<file path="src/rtl/rc_pkg.sv">
package rc_pkg;
  typedef enum logic [1:0] {
    ST_OFF  = 2'd0,
    ST_RUN  = 2'd1,
    ST_HOLD = 2'd2
  } run_state_e;

  localparam logic [1:0] STATUS_FAULT = 2'd3;

  typedef enum logic [1:0] {
    ACT_FINISH = 2'd0,
    ACT_HOLD   = 2'd1,
    ACT_NEXT   = 2'd2
  } done_act_e;

  // event vector bit positions
  localparam int EV_LD    = 0;
  localparam int EV_ADV   = 1;
  localparam int EV_PAUSE = 2;
  localparam int EV_DONE  = 3;
  localparam int EV_SRC   = 4;
  localparam int EV_W     = 5;
endpackage

</file>
<file path="src/rtl/rc_done_decode.sv">
module rc_done_decode
  import rc_pkg::*;
#(
  parameter int CMD_W    = 2,
  parameter int STOP_CMD = 2,
  parameter int HALT_CMD = 1
) (
  input  logic             mem_desc,
  input  logic [CMD_W-1:0] cmd,
  output done_act_e        act
);
  localparam logic [CMD_W-1:0] STOP_V = CMD_W'(STOP_CMD);
  localparam logic [CMD_W-1:0] HALT_V = CMD_W'(HALT_CMD);

  // register-held descriptors always finish; stop beats halt in memory mode
  always_comb begin
    if (!mem_desc || cmd == STOP_V)
      act = ACT_FINISH;
    else if (cmd == HALT_V)
      act = ACT_HOLD;
    else
      act = ACT_NEXT;
  end
endmodule

</file>
<file path="src/rtl/rc_pulse_reg.sv">
module rc_pulse_reg #(
  parameter int W = 5
) (
  input  logic         clk,
  input  logic         rst,
  input  logic [W-1:0] d,
  output logic [W-1:0] q
);
  for (genvar i = 0; i < W; i++) begin : g_bit
    always_ff @(posedge clk) begin
      if (rst) q[i] <= 1'b0;
      else     q[i] <= d[i];
    end
  end
endmodule

</file>
<file path="src/rtl/dma_run_ctrl.sv">
module dma_run_ctrl
  import rc_pkg::*;
#(
  parameter int CMD_W    = 2,
  parameter int STOP_CMD = 2,
  parameter int HALT_CMD = 1
) (
  input  logic             clk,
  input  logic             rst,
  input  logic             ctl_wr,
  input  logic             ctl_en,
  input  logic             ctl_cont,
  input  logic             ctl_cont_start,
  input  logic             mem_desc,
  input  logic             xfer_done,
  input  logic [CMD_W-1:0] xfer_cmd,
  input  logic             xfer_intr,
  input  logic             fetch_err,
  output logic [1:0]       status_o,
  output logic             enable_o,
  output logic             cont_o,
  output logic             ld_start_o,
  output logic             adv_src_o,
  output logic             pause_evt_o,
  output logic             done_evt_o,
  output logic             src_done_evt_o
);
  run_state_e      state_q, state_n;
  logic            err_q, err_n;
  logic            en_q, en_n;
  logic            cont_q, cont_n;
  logic [EV_W-1:0] ev_n, ev_q;
  done_act_e       act;

  rc_done_decode #(
    .CMD_W(CMD_W), .STOP_CMD(STOP_CMD), .HALT_CMD(HALT_CMD)
  ) i_dec (
    .mem_desc(mem_desc),
    .cmd     (xfer_cmd),
    .act     (act)
  );

  always_comb begin
    state_n = state_q;
    err_n   = err_q;
    en_n    = en_q;
    cont_n  = cont_q;
    ev_n    = '0;
    if (state_q == ST_RUN) begin
      if (fetch_err) begin
        state_n = ST_OFF;
        err_n   = 1'b1;
      end else if (xfer_done) begin
        ev_n[EV_DONE] = 1'b1;
        ev_n[EV_SRC]  = xfer_intr;
        case (act)
          ACT_FINISH: begin
            state_n = ST_OFF;
            en_n    = 1'b0;
          end
          ACT_HOLD: begin
            state_n        = ST_HOLD;
            ev_n[EV_PAUSE] = 1'b1;
          end
          default: ev_n[EV_ADV] = 1'b1;
        endcase
      end
    end else if (ctl_wr) begin
      en_n   = ctl_en;
      cont_n = ctl_cont;
      if (ctl_en && state_q == ST_OFF) begin
        err_n       = 1'b0;
        ev_n[EV_LD] = 1'b1;
        state_n     = ST_RUN;
      end else if (ctl_en && ctl_cont && state_q == ST_HOLD) begin
        err_n        = 1'b0;
        ev_n[EV_LD]  = ctl_cont_start;
        ev_n[EV_ADV] = !ctl_cont_start;
        cont_n       = 1'b0;
        state_n      = ST_RUN;
      end else if (!ctl_en && ctl_cont && state_q == ST_HOLD) begin
        state_n = ST_OFF;
      end
    end
  end

  always_ff @(posedge clk) begin
    if (rst) begin
      state_q <= ST_OFF;
      err_q   <= 1'b0;
      en_q    <= 1'b0;
      cont_q  <= 1'b0;
    end else begin
      state_q <= state_n;
      err_q   <= err_n;
      en_q    <= en_n;
      cont_q  <= cont_n;
    end
  end

  rc_pulse_reg #(.W(EV_W)) i_ev (
    .clk(clk), .rst(rst), .d(ev_n), .q(ev_q)
  );

  assign status_o       = err_q ? STATUS_FAULT : state_q;
  assign enable_o       = en_q;
  assign cont_o         = cont_q;
  assign ld_start_o     = ev_q[EV_LD];
  assign adv_src_o      = ev_q[EV_ADV];
  assign pause_evt_o    = ev_q[EV_PAUSE];
  assign done_evt_o     = ev_q[EV_DONE];
  assign src_done_evt_o = ev_q[EV_SRC];

  AST_START_RELOADS: assert property (@(posedge clk) disable iff (rst)
    (state_q == ST_OFF && ctl_wr && ctl_en) |=> (ld_start_o && status_o == 2'd1));
  AST_RESUME_ONE_REQ: assert property (@(posedge clk) disable iff (rst)
    (state_q == ST_HOLD && ctl_wr && ctl_en && ctl_cont) |=> (status_o == 2'd1 && (ld_start_o != adv_src_o) && !cont_o));
  AST_FAULT_STATUS: assert property (@(posedge clk) disable iff (rst)
    (state_q == ST_RUN && fetch_err) |=> (status_o == STATUS_FAULT && !done_evt_o));
  AST_DONE_PULSE: assert property (@(posedge clk) disable iff (rst)
    (state_q == ST_RUN && xfer_done && !fetch_err) |=> done_evt_o);
  AST_REG_MODE_STOPS: assert property (@(posedge clk) disable iff (rst)
    (state_q == ST_RUN && xfer_done && !fetch_err && !mem_desc) |=> (!enable_o && status_o == 2'd0));
  AST_PAUSE_HELD: assert property (@(posedge clk) disable iff (rst)
    pause_evt_o |-> status_o == 2'd2);
  AST_REQ_EXCLUSIVE: assert property (@(posedge clk) disable iff (rst)
    $onehot0({ld_start_o, adv_src_o}));
  AST_IDLE_NO_DONE: assert property (@(posedge clk) disable iff (rst)
    (state_q != ST_RUN) |=> !done_evt_o);
endmodule

</file>
<file path="config.mk">
export PLATFORM = sky130hd
export DESIGN_NAME = dma_run_ctrl
export DESIGN_NICKNAME = d
export VERILOG_FILES = /design/src/rtl/rc_pkg.sv /design/src/rtl/rc_done_decode.sv /design/src/rtl/rc_pulse_reg.sv /design/src/rtl/dma_run_ctrl.sv
export SDC_FILE = /design/constraint.sdc
export NUM_CORES = 1
export LEC_CHECK = 0
export ABC_CLOCK_PERIOD_IN_PS = 1400
export BUFFER_PORTS_ARGS = -buffer_cell sky130_fd_sc_hd__clkbuf_2
export CORE_AREA = 2 2 39 41
export DETAILED_ROUTE_END_ITERATION = 8
export DIE_AREA = 0 0 41 43
export PLACE_DENSITY_LB_ADDON = 0.25
export SLEW_MARGIN = 20
export SYNTH_ARGS = -nofsm -noshare
export SYNTH_HDL_FRONTEND = slang
export SYNTH_SLANG_ARGS = --single-unit
</file>
<file path="constraint.sdc">
create_clock -name clk -period 1.4 [get_ports clk]
set_input_delay 0 -clock clk [delete_from_list [all_inputs] [get_ports clk]]
set_output_delay 0 -clock clk [all_outputs]
set_load 0.01 [all_outputs]
</file>
==> summary.md <==
| Metric | Value |
|---|---|
| # H-tree levels | `1` |
| Share of the synthesized area in the top cell type | `between 40% and 50%` |
| Via count | `roughly 500` |
| Largest cells by area after synthesis | `dfxtp_1, a21oi_1, nand2_1, nor3b_4, o21ai_0` |
| Area grow syn2layout | `48.1%` |
| Crit. End Element | `register` |
| Vias in the first global route | `between 400 and 500` |
| Commonest non-fill, non-tap cell in the layout | `clkbuf_2` |
| Post-CTS Setup Inserts | `0` |
| Slowest CP cell | `dlygate4sd3_1` |
| Vias per cell | `between 4 and 5` |
| RSZ-0062 raised after global routing | `false` |
| Syn avg cell area | `between 9 and 10 µm²` |
| Clk root buf | `clkbuf_4` |
| Worst skew pair latency | `about 0.28 ns` |
| RePlAce Congestion | `around 0.85` |
| Setup-violating endpoint count in the final report | `0` |
| Crit-path max cell delay | `approximately 0.53 ns` |
| Final HPWL from detailed placement | `799 µm` |
| Total GRT Usage | `around 15%` |
| Required time of the critical path | `around 1.6 ns` |
| Met3 Use GR | `9.42%` |
| Die area | `0.00176 mm²` |
| Synth area leader | `dfxtp_1` |
| Peak VDD IR | `~570 µV` |
| Pwr per Cell Area | `956 mW/mm²` |
| Dpl cells | `slightly below 90` |
| Port bufs | `20` |
| Post-Layout Cell Count | `slightly below 100` |
| Crit path DAT | `roughly 1.5 ns` |
| Tcrit/Tclk final | `about nine tenths` |
| Drt total wl | `1080 µm` |
| Initial antenna violation count | `0` |
| Chip width | `between 40 and 50 µm` |
| Core ar. | `roughly 0.0014 mm²` |
| Overflow after GRT | `0` |
| Routed Antenna Nets | `0` |
| Fmax | `between 700 and 800 MHz` |
| FF+latch count, synth | `10` |
| Outcome | `finished, final reports clean` |
| Sink Count | `10` |
| Clock Tree Buf Depth | `2` |
| Share of post-route cells with drive strength above 1 | `roughly two fifths` |
| Post-Syn Nets | `64` |
| Clock slew at reported path FFs | `approximately 0.070 ns` |
| Met2 usage | `between 20% and 30%` |
| Worst-Margin Slew | `approximately 0.31 ns` |
| Starting Density | `35.2%` |
| Global-route wire length before repair | `~1700 µm` |
| Synth Instances | `between 50 and 60` |
| Layout Nets | `96` |
| Relative slew margins | `between 70% and 80%` |
| Hold Fails Final Rpt | `0` |
| CTS tree | `built` |
| CTS buffer count | `3` |
| Post-synthesis sequential area ratio | `around two fifths` |
| Final Max Slew Viols | `0` |
| Starting DRC count in detailed routing | `9` |
| I/O Pins | `21` |
| Most frequent cells in the layout | `clkbuf_2, dfxtp_1, dlygate4sd3_1, nand2_1, a21oi_1` |
| CP Launch Type | `input pin` |
| WS Path Type | `in -> reg` |
| Grt met1 use | `17.7%` |
| CP cell instances | `dlygate4sd3_1 -> clkbuf_2 -> xnor2_2 -> a21boi_1 -> o31ai_1 -> mux2i_1` |
| Synth cell types | `29` |
| Hold Path Class | `in -> reg` |
| Max-cap violation count | `0` |
| P_leak | `0.334 nW` |
| Fin Setup TNS | `0 ns` |
| Fin crit period | `1.28 ns` |
| Ys Warns | `0` |
| Antenna diodes | `0` |
| Largest net degree at the start of global routing | `10` |
| Largest fanout on the critical path | `4` |
| Number of remaining DRC errors | `0` |
| Routed len/inst | `between 10 and 15 µm` |
| Clock Skews | `around 0.0013 ns` |
| Post-Syn Area | `487 µm²` |
| Grt peak-use layer | `met2` |
| Die height | `43 µm` |
| Row cnt | `14` |
| DRT Pass-1 Iters | `3` |
per-stage QoR:
step	area [µm²]	setup slack [ns]	power, mW	hold WS [ns]	util (%)
finish	721	0.120	0.689	0.00909	52.1
floorplan	487	0.271	0.365	0.0721	-
CTS	713	0.115	0.697	0.00165	51.5
global route	721	0.0290	0.732	0.0168	52.1
detailed placement	607	0.163	0.411	0.205	43.9
global placement	607	0.211	0.412	0.209	43.9
timing repair:
item	CTS	global route
resized for setup	0	2
endpoints found under the hold margin	8	0
endpoints found under the setup margin	0	1
hold buffers	7	0
kinds of logic (layout without fill, tap and decap cells):
group                     Yosys count  in the layout  share of synthesized area [%]
AOI/OAI and AO/OA                  16             16                           23.4
xor gates and xnor gates            1              1                           1.80
buffers and inverters               3             34                           2.31
DFF                                10             10                           41.1
muxes                               1              1                           2.06
and+or+nand+nor                    21             21                           29.3
state kept, by name, summed over array words and instances, names as in the netlist:
| signal | cells |
|---|---|
| enable_o | 1 |
| i_ev.q | 5 |
| cont_o | 1 |
| err_q | 1 |
| state_q | 2 |
power breakdown:
part | switching, mW | internal, mW | total, mW
sequential | 0.00829 | 0.295 | 0.303
clock | 0.108 | 0.158 | 0.266
combinational | 0.0569 | 0.0632 | 0.120
worst paths after layout:
kind | from | to | slack, ns | cells past startpoint
max | xfer_cmd[1] | state_q[0] | 0.12 | 6
min | ctl_cont | i_ev.q[0] | 0.009 | 3
max reg2reg | state_q[1] | enable_o | 0.18 | 4
min reg2reg | cont_o | cont_o | 0.52 | 2
per-layer routing:
| layer | share of wire [%] | wire, µm |
|---|---|---|
| met4 | 1.5 | 16 |
| met1 | 47 | 500 |
| met5 | 0 | 0 |
| met2 | 43 | 463 |
| met3 | 8.7 | 94 |
area by class of cell:
cell class	count	area [µm²]
fillers	132	663
multi-input cells	39	283
flip-flops and latches	10	200
repair buffers	27	170
clock buffers	4	36.3
well taps	16	20.0
inverters	3	11.3
critical path: cells and delay by family:
family                    cells  cell delay [ns]
buffers and inverters         2             0.67
AOI/OAI and AO/OA             2             0.41
muxes                         1             0.22
xor gates and xnor gates      1             0.18
Yosys cell counts:
master / instances
dfxtp_1: 10
nand2_1: 5
a21oi_1: 4
o21ai_0: 3
a21boi_0: 2
inv_1: 2
nor2_1: 2
or2_2: 2
or2b_1: 2
a211oi_1: 1
a221oi_2: 1
a22oi_1: 1
a311oi_1: 1
a31o_1: 1
and2_1: 1
and2b_1: 1
inv_2: 1
mux2i_1: 1
nand2b_1: 1
nand2b_2: 1
nand2b_4: 1
nand3b_1: 1
nand4b_1: 1
nor2b_1: 1
nor3_1: 1
nor3b_4: 1
o31ai_1: 1
o32ai_1: 1
xnor2_1: 1
Power figures use the tool's default switching activity.
